--- config.mk ---
export PLATFORM = sky130hd
export DESIGN_NAME = host_cmd_port
export DESIGN_NICKNAME = d
export VERILOG_FILES = /design/src/rtl/host_cmd_port_pkg.sv /design/src/rtl/hcp_sync.sv /design/src/rtl/hcp_phase_sel.sv /design/src/rtl/hcp_strobe_dec.sv /design/src/rtl/host_cmd_port.sv
export SDC_FILE = /design/constraint.sdc
export NUM_CORES = 1
export LEC_CHECK = 0
export ABC_AREA = 0
export BUFFER_PORTS_ARGS = -buffer_cell sky130_fd_sc_hd__buf_2
export CAP_MARGIN = 20
export CORE_MARGIN = 3
export CORE_UTILIZATION = 53
export CTS_CLUSTER_SIZE = 10
export DETAILED_ROUTE_END_ITERATION = 16
export PLACE_DENSITY = 0.79
export SLEW_MARGIN = 20
export SYNTH_ARGS = -nofsm -noshare
export SYNTH_HDL_FRONTEND = slang
export SYNTH_SLANG_ARGS = --single-unit
--- constraint.sdc ---
create_clock -name clk_i -period 2.6 [get_ports clk_i]
set_input_delay 0.13 -clock clk_i [delete_from_list [all_inputs] [get_ports clk_i]]
set_output_delay 0.13 -clock clk_i [all_outputs]
set_load 0.05 [all_outputs]
--- src/rtl/host_cmd_port_pkg.sv ---
package host_cmd_port_pkg;
  typedef enum logic {
    PH_CMD  = 1'b0,
    PH_DATA = 1'b1
  } phase_e;

  localparam int unsigned CTRL_PINS = 5;  // a0, cs, wr, rd, ale
endpackage

--- src/rtl/hcp_sync.sv ---
module hcp_sync #(
  parameter int unsigned W       = 1,
  parameter int unsigned STAGES  = 2,
  parameter logic [W-1:0] RST_VAL = '0
) (
  input  logic         clk_i,
  input  logic         rst_ni,
  input  logic [W-1:0] d_i,
  output logic [W-1:0] q_o,    // synchronized
  output logic [W-1:0] q_d_o   // one cycle older, for edge detect
);
  logic [STAGES:0][W-1:0] stg_q;

  always_ff @(posedge clk_i or negedge rst_ni) begin
    if (!rst_ni) begin
      stg_q <= {(STAGES+1){RST_VAL}};
    end else begin
      stg_q <= {stg_q[STAGES-1:0], d_i};
    end
  end

  assign q_o   = stg_q[STAGES-1];
  assign q_d_o = stg_q[STAGES];
endmodule

--- src/rtl/hcp_phase_sel.sv ---
module hcp_phase_sel
  import host_cmd_port_pkg::*;
(
  input  logic   clk_i,
  input  logic   rst_ni,
  input  logic   ale_q_i,
  input  logic   ale_d_i,
  input  logic   d0_q_i,
  input  logic   a0_d_i,
  output phase_e phase_o,
  output logic   mux_mode_o
);
  phase_e lat_q;
  logic   mux_q;

  always_ff @(posedge clk_i or negedge rst_ni) begin
    if (!rst_ni) begin
      mux_q <= 1'b0;
      lat_q <= PH_CMD;
    end else begin
      if (ale_q_i) mux_q <= 1'b1;
      // falling ALE: bit 0 of the address byte picks the phase
      if (ale_d_i && !ale_q_i) lat_q <= phase_e'(d0_q_i);
    end
  end

  assign mux_mode_o = mux_q;
  assign phase_o    = mux_q ? lat_q : phase_e'(a0_d_i);
endmodule

--- src/rtl/hcp_strobe_dec.sv ---
module hcp_strobe_dec
  import host_cmd_port_pkg::*;
#(
  parameter int unsigned DATA_W = 8
) (
  input  logic              clk_i,
  input  logic              rst_ni,
  input  logic              wr_q_i,
  input  logic              wr_d_i,
  input  logic              rd_q_i,
  input  logic              rd_d_i,
  input  logic              cs_d_i,
  input  phase_e            phase_i,
  input  logic [DATA_W-1:0] data_d_i,
  output logic              cmd_wr_o,
  output logic              data_wr_o,
  output logic [DATA_W-1:0] wr_byte_o,
  output logic              data_rd_o
);
  logic wr_done, rd_done;

  // strobe release while selected; cs/data taken from the last low sample
  assign wr_done = wr_q_i && !wr_d_i && !cs_d_i;
  assign rd_done = rd_q_i && !rd_d_i && !cs_d_i;

  always_ff @(posedge clk_i or negedge rst_ni) begin
    if (!rst_ni) begin
      cmd_wr_o  <= 1'b0;
      data_wr_o <= 1'b0;
      data_rd_o <= 1'b0;
      wr_byte_o <= '0;
    end else begin
      cmd_wr_o  <= wr_done && (phase_i == PH_CMD);
      data_wr_o <= wr_done && (phase_i == PH_DATA);
      data_rd_o <= rd_done && (phase_i == PH_DATA);
      if (wr_done) wr_byte_o <= data_d_i;
    end
  end
endmodule

--- src/rtl/host_cmd_port.sv ---
module host_cmd_port
  import host_cmd_port_pkg::*;
#(
  parameter int unsigned DATA_W      = 8,
  parameter int unsigned SYNC_STAGES = 2
) (
  input  logic              clk_i,
  input  logic              rst_ni,
  input  logic              cs_ni,
  input  logic              rd_ni,
  input  logic              wr_ni,
  input  logic              ale_i,
  input  logic              a0_i,
  input  logic [DATA_W-1:0] data_i,
  output logic [DATA_W-1:0] data_o,
  output logic              data_oe_o,
  input  logic [DATA_W-1:0] rd_data_i,
  input  logic              irq_i,
  output logic              int_no,
  output logic              cmd_wr_o,
  output logic              data_wr_o,
  output logic [DATA_W-1:0] wr_byte_o,
  output logic              data_rd_o
);
  localparam int unsigned PIN_W = DATA_W + CTRL_PINS;
  // idle levels: ale 0, rd/wr/cs 1, a0 0, data 0
  localparam logic [PIN_W-1:0] PIN_IDLE = {1'b0, 1'b1, 1'b1, 1'b1, 1'b0, {DATA_W{1'b0}}};

  logic [PIN_W-1:0] pin_raw, pin_q, pin_d;
  logic             ale_q, ale_d, rd_q, rd_d, wr_q, wr_d, cs_d, a0_d;
  logic [DATA_W-1:0] data_q, data_d;
  phase_e           phase;
  logic             mux_mode;
  logic             int_q;

  assign pin_raw = {ale_i, rd_ni, wr_ni, cs_ni, a0_i, data_i};

  hcp_sync #(
    .W      (PIN_W),
    .STAGES (SYNC_STAGES),
    .RST_VAL(PIN_IDLE)
  ) u_sync (
    .clk_i (clk_i),
    .rst_ni(rst_ni),
    .d_i   (pin_raw),
    .q_o   (pin_q),
    .q_d_o (pin_d)
  );

  assign {ale_q, rd_q, wr_q} = pin_q[PIN_W-1 -: 3];
  assign data_q              = pin_q[DATA_W-1:0];
  assign {ale_d, rd_d, wr_d, cs_d, a0_d} = pin_d[PIN_W-1 -: CTRL_PINS];
  assign data_d              = pin_d[DATA_W-1:0];

  hcp_phase_sel u_phase (
    .clk_i     (clk_i),
    .rst_ni    (rst_ni),
    .ale_q_i   (ale_q),
    .ale_d_i   (ale_d),
    .d0_q_i    (data_q[0]),
    .a0_d_i    (a0_d),
    .phase_o   (phase),
    .mux_mode_o(mux_mode)
  );

  hcp_strobe_dec #(
    .DATA_W(DATA_W)
  ) u_dec (
    .clk_i    (clk_i),
    .rst_ni   (rst_ni),
    .wr_q_i   (wr_q),
    .wr_d_i   (wr_d),
    .rd_q_i   (rd_q),
    .rd_d_i   (rd_d),
    .cs_d_i   (cs_d),
    .phase_i  (phase),
    .data_d_i (data_d),
    .cmd_wr_o (cmd_wr_o),
    .data_wr_o(data_wr_o),
    .wr_byte_o(wr_byte_o),
    .data_rd_o(data_rd_o)
  );

  // pad enable follows the pins directly so read data meets host access time
  assign data_oe_o = !cs_ni && !rd_ni;
  assign data_o    = data_oe_o ? rd_data_i : '0;

  always_ff @(posedge clk_i or negedge rst_ni) begin
    if (!rst_ni) int_q <= 1'b1;
    else         int_q <= !irq_i;
  end
  assign int_no = int_q;
endmodule

==> results.py, run 1 <==
metrics = {
    "sta": {
        "max_freq_mhz": 592,
        "period_share": 0.650,
        "worstMarginPinSlew_ns": 0.605,
        "fin_crit_ns": 1.69,
        "slew_headroom": 0.597,
        "fin_ws_ns": 0.911,
        "rsz0062_at_grt": "false",
        "setup_viol": 0,
        "finalHoldViolations": 0,
        "holdWs_ns": 0.319,
        "setup_tns_ns": 0,
        "slew_violations": 0,
        "fin_skew_ns": 0.00859,
    },
    "floorplan": {
        "initial_utilization": 0.569,
        "die-height_um": 60.9,
        "ios": 45,
        "fp-row-count": 19,
        "coreArea_mm2": 0.00281,
        "design.die.area_mm2": 0.00370,
        "die_width_um": 60.9,
    },
    "yosys": {
        "netlist.area_leader.share": 0.675,
        "synthesis.area_mm2": 0.00160,
        "synth.yosys.seq_area_share": 0.839,
        "syn_nets": 104,
        "ys_types": 13,
        "yosysWarnings": 0,
        "yosys.area.top_type": "dfrtp_1",
        "synthTopCellsByArea": "dfrtp_1, dfstp_2, mux2_4",
        "syn_avg_cell_area_um2": 19.9,
        "ys_ff_latch": 53,
        "syn_inst": 80,
    },
    "min_path": {
        "hp-class": "in2async",
    },
    "cells_and_area": {
        "regArea_mm2": 0.00134,
        "final_util": 0.735,
        "diodes": 0,
        "nets": 170,
        "layout-drive-gt1-share": 0.490,
        "design_area_mm2": 0.00206,
        "multi_input_area_um2": 241,
        "layout-area-overhead-vs-synth_pct": 29.3,
        "stdcell_count": 178,
        "n_fill_cell": 176,
    },
    "cts": {
        "cts_tree": "done",
        "cts_buffers": 5,
        "postCtsSetupBuffers": 0,
        "clk_path_buf_depth": 2,
        "cts_sinks": 53,
        "htree_levels": 2,
        "cts_root_buf": "clkbuf_4",
        "clk_pin_slew_ns": 0.13,
        "insertion_delay_ns": 0.35,
    },
    "drt": {
        "avgViaCountPerCell": 4.73,
        "wirelength_um": 2330,
        "num_vias": 842,
        "drt_first_pass_iters": 4,
        "ant_nets": 0,
        "drc": 0,
        "wl_per_cell_um": 13.1,
        "drt_iter0_drc": 13,
    },
    "power": {
        "power.density_mw_per_mm2": 736,
        "internal_power_mw": 1.11,
        "power_frac_comb": 0.165,
        "ir_drop_mv": 0.437,
        "switching_share": 0.268,
        "p_leak_nw": 1.01,
        "switching_power_uw": 407,
        "clock_power_share": 0.234,
        "totalPowerFinal_mw": 1.52,
        "p_seq_frac": 0.601,
    },
    "status": {
        "status": "finished, final reports clean",
    },
    "placed_design": {
        "dpl.hpwl_um": 1490,
        "port_buffers": 44,
        "place_area_mm2": 0.00185,
        "place_inst": 155,
        "gp_congestion": 0.664,
        "dp_slack_ns": 1.27,
    },
    "worst_setup_path": {
        "required_ns": 2.47,
        "cp-start-kind": "input port",
        "crit_type": "in2out",
        "worst-path-max-fanout": 9,
        "cp_data_arrival_time_ns": 1.56,
        "cpMostUsedCell": "buf_2",
        "rr_worst_depth": 3,
        "path_cells": "dlygate4sd3_1 > buf_2 > nor2_1 > and2_1 > buf_2",
        "setup.worst_path.end_class": "output pin",
        "cp_num_buf_inv": 3,
        "cp.depth": 5,
        "crit_family": "buffers and inverters",
        "worst_path_largest_cell_delay_ns": 0.53,
        "worst_path_max_delay_cell": "dlygate4sd3_1",
    },
    "grt": {
        "grt_pass1_wl_um": 3930,
        "grt_max_degree": 54,
        "grt_pass1_vias": 911,
        "grt.overflow.total": 0,
        "grt_use_total": 0.152,
        "antenna_found_initial": 0,
    },
    "run": {
        "drv_cap": 0,
    },
}
==> layer usage <==
metal  wire length (µm)  track usage  share of wire  vias to the layer above
met5                  0            0              0                        -
met1                936        0.166           0.40                      412
li1                   -            -              -                      387
met4                 46       0.0836          0.020                        0
met2               1190        0.260           0.51                       39
met3                155       0.0489          0.067                        4
==> cell type report <==
class	count	area share
multi-input combinational	25	0.117
inverter	1	0.00182
timing repair buffer	60	0.184
clock buffer	8	0.0285
tap	31	0.0188
sequential	53	0.649
==> cell usage in the layout, fill, tap and decap left out <==
cell           count
mux2_2             1
nor4b_1            1
dfstp_2           10
or2_2              1
nor3b_2            1
mux2i_1            1
and2_1             9
clkbuf_8           1
buf_2             43
dfrtp_1           43
buf_4              2
clkbuf_4           5
clkbuf_1           2
nor2b_1            2
inv_1              1
nor2_1             1
mux2_4             8
dlygate4sd3_1     15
==> power groups by stage <==
stage | Combinational [mW] | Sequential (mW) | Clock (mW)
floorplan | 0.0710 | 1.02 | 0
global placement | 0.231 | 0.927 | 0
detailed placement | 0.236 | 0.930 | 0
CTS | 0.253 | 0.915 | 0.367
global route | 0.267 | 0.921 | 0.402
finish | 0.251 | 0.913 | 0.355
==> synthesized netlist by cell type, drive strengths merged <==
cell type and n:
nor2 1, dfstp 10, nor2b 2, dfrtp 43
nor4b 1, inv 1, mux2i 1, or2 1
buf 1, nor3b 1, and2 9, mux2 9
==> cells by family after synthesis <==
group,synth area share
DFF,0.839
and+or+nand+nor,0.0627
muxes,0.0886
buffers and inverters,0.00941
==> path summary, 6_finish.rpt <==
| path | from | endpoint | slack (ns) |
|---|---|---|---|
| hold reg to reg | u_sync.stg_q[3] | u_sync.q_o[3] | 0.35 |
| setup / recovery | rd_ni | data_o[3] | 0.91 |
| setup reg to reg | u_sync.q_o[10] | u_dec.wr_byte_o[7] | 1.28 |
| hold / removal | rst_ni | u_dec.wr_byte_o[6] | 0.32 |
| min in group clk_i | u_sync.stg_q[3] | u_sync.q_o[3] | 0.35 |
| max in group asynchronous | rst_ni | u_sync.q_o[0] | 1.87 |
==> timing repair <==
item	CTS	global route
hold buffers	15	0
gates resized for setup	0	0
hold endpoints to repair	48	0
==> state kept, by name, indices dropped and copies added (netlist names) <==
signal and flops:
int_no 1, u_dec.cmd_wr_o 1, u_dec.data_rd_o 1, u_dec.data_wr_o 1, u_dec.wr_byte_o 8, u_phase.lat_q 1
u_phase.mux_mode_o 1, u_sync.q_d_o 13, u_sync.q_o 13, u_sync.stg_q 13
No activity file was read; power rests on OpenSTA's default activity.
==> inputs of run 2 (changes only) <==
--- a/config.mk
+++ b/config.mk
@@ -9,10 +9,10 @@
 export BUFFER_PORTS_ARGS = -buffer_cell sky130_fd_sc_hd__buf_2
 export CAP_MARGIN = 20
 export CORE_MARGIN = 3
-export CORE_UTILIZATION = 53
+export CORE_UTILIZATION = 49
 export CTS_CLUSTER_SIZE = 10
 export DETAILED_ROUTE_END_ITERATION = 16
-export PLACE_DENSITY = 0.79
+export PLACE_DENSITY = 0.74
 export SLEW_MARGIN = 20
 export SYNTH_ARGS = -nofsm -noshare
 export SYNTH_HDL_FRONTEND = slang
==> constraint.sdc (replaced) <==
create_clock -name clk_i -period 1.6 [get_ports clk_i]
set_input_delay 0.08 -clock clk_i [delete_from_list [all_inputs] [get_ports clk_i]]
set_output_delay 0.08 -clock clk_i [all_outputs]
set_load 0.05 [all_outputs]
==> results.py, run 2 (synthesis results as in run 1) <==
metrics = {
    "placed_design": {
        "dpl.hpwl_um": 1640,
        "port_buffers": 44,
        "gp_congestion": 0.710,
        "place_area_mm2": 0.00188,
    },
    "drt": {
        "wl_per_cell_um": 12.3,
        "drt_first_pass_iters": 4,
        "drt_iter0_drc": 10,
        "avgViaCountPerCell": 4.28,
        "wirelength_um": 2380,
        "ant_nets": 0,
        "drc": 0,
        "num_vias": 826,
    },
    "worst_setup_path": {
        "path_cells": "dlygate4sd3_1 > buf_2 > nor2_2 > and2_1 > buf_2",
        "worst_path_largest_cell_delay_ns": 0.53,
        "required_ns": 1.52,
        "cp-start-kind": "input port",
        "cp_data_arrival_time_ns": 1.39,
        "worst-path-max-fanout": 9,
        "cpMostUsedCell": "buf_2",
        "worst_path_max_delay_cell": "dlygate4sd3_1",
        "crit_type": "in2out",
        "setup.worst_path.end_class": "output pin",
    },
    "cts": {
        "clk_pin_slew_ns": 0.13,
        "cts_sinks": 53,
        "postCtsSetupBuffers": 0,
        "cts_buffers": 5,
        "cts_root_buf": "clkbuf_4",
        "clk_path_buf_depth": 2,
        "cts_tree": "done",
        "htree_levels": 2,
        "insertion_delay_ns": 0.35,
    },
    "cells_and_area": {
        "design_area_mm2": 0.00212,
        "final_util": 0.689,
        "nets": 172,
        "layout-drive-gt1-share": 0.510,
        "mostFrequentLayoutCell": "buf_2",
        "layout-area-overhead-vs-synth_pct": 32.9,
        "most-common-layout-cells": "buf_2, dfrtp_1, dlygate4sd3_1",
        "diodes": 0,
        "n_fill_cell": 206,
    },
    "floorplan": {
        "die-height_um": 63.1,
        "coreArea_mm2": 0.00308,
        "fp-row-count": 20,
        "die_width_um": 63.1,
        "ios": 45,
        "initial_utilization": 0.518,
        "design.die.area_mm2": 0.00398,
    },
    "sta": {
        "rsz0062_at_grt": "false",
        "fin_crit_ns": 1.47,
        "finalHoldViolations": 0,
        "slew_violations": 0,
        "setup_tns_ns": 0,
        "slew_headroom": 0.669,
        "worstMarginPinSlew_ns": 0.496,
        "setup_viol": 0,
        "fin_skew_ns": 0.0124,
        "max_freq_mhz": 680,
        "period_share": 0.920,
    },
    "status": {
        "status": "finished, final reports clean",
    },
    "grt": {
        "grt.overflow.total": 0,
        "grt_pass1_vias": 954,
        "antenna_found_initial": 0,
        "grt_use_total": 0.145,
        "grt_max_degree": 26,
        "grt_pass1_wl_um": 4160,
    },
    "power": {
        "ir_drop_mv": 0.729,
        "p_leak_nw": 1.04,
        "power.density_mw_per_mm2": 1240,
    },
    "run": {
        "drv_cap": 0,
    },
    "min_path": {
        "hp-class": "in2async",
    },
}
run 2: changes by cell type in the layout (fill, tap and decap cells not counted), sizes merged:
| cell | delta |
|---|---|
| clkbuf | -1 |
| buf | +2 |
| bufinv | +1 |
run 2: repair_timing:
| item | CTS | global route |
|---|---|---|
| hold endpoints to repair | 36 | 0 |
| endpoints found under the setup margin | 0 | 8 |
| resized for setup | 0 | 1 |
| hold buffers | 15 | 0 |
run 2: power breakdown:
group / leakage (nW) / internal [mW] / switching (mW)
logic: 0.380 / 0.146 / 0.265
registers: 0.611 / 1.44 / 0.0407
clock network: 0.0455 / 0.374 / 0.356
total: 1.04 / 1.96 / 0.662
run 2: layout make-up:
| class | count | area, µm² | area share |
|---|---|---|---|
| clock inverter | 1 | 30.0 | 0.0142 |
| clock buffer | 7 | 55.1 | 0.0260 |
| timing repair buffer | 62 | 393 | 0.185 |
| multi-input combinational | 25 | 244 | 0.115 |
| sequential | 53 | 1340 | 0.632 |
| tap | 44 | 55.1 | 0.0260 |
| inverter | 1 | 3.75 | 0.00177 |
run 2: worst max-delay path, delay by kind of cell:
family,cells,cell delay [ns]
buffers and inverters,3,0.92
AND/OR/NAND/NOR,2,0.39
run 2: layer usage:
metal  wire [µm]  GRT usage
met5           0          0
met1         897      0.146
met4          34     0.0826
met2        1260      0.256
met3         191     0.0535
run 2: final timing paths:
| check | startpoint | to | slack, ns | cells past startpoint |
|---|---|---|---|---|
| setup / recovery | rd_ni | data_o[4] | 0.13 | 5 |
| max in group asynchronous | rst_ni | u_sync.stg_q[10] | 0.77 | 3 |
| hold / removal | rst_ni | u_sync.q_o[2] | 0.21 | 2 |
| min in group clk_i | u_sync.q_o[9] | u_sync.q_d_o[9] | 0.35 | 0 |
| setup reg to reg | u_sync.q_o[10] | u_dec.wr_byte_o[7] | 0.27 | 3 |
| hold reg to reg | u_sync.q_o[9] | u_sync.q_d_o[9] | 0.35 | 0 |
run 2: stage by stage:
| stage | setup slack [ns] | cells | hold slack (ns) | total power [mW] |
|---|---|---|---|---|
| final | 0.129 | 193 | 0.213 | 2.63 |
| after global routing | 0.0493 | 193 | 0.237 | 2.74 |
| after CTS | 0.0136 | 193 | 0.211 | 2.65 |
| after detailed placement | 0.285 | 170 | 0.0746 | 1.90 |
| after global placement | 0.308 | 170 | 0.0586 | 1.88 |
| after floorplan | 0.0844 | 80 | -0.216 | 1.77 |
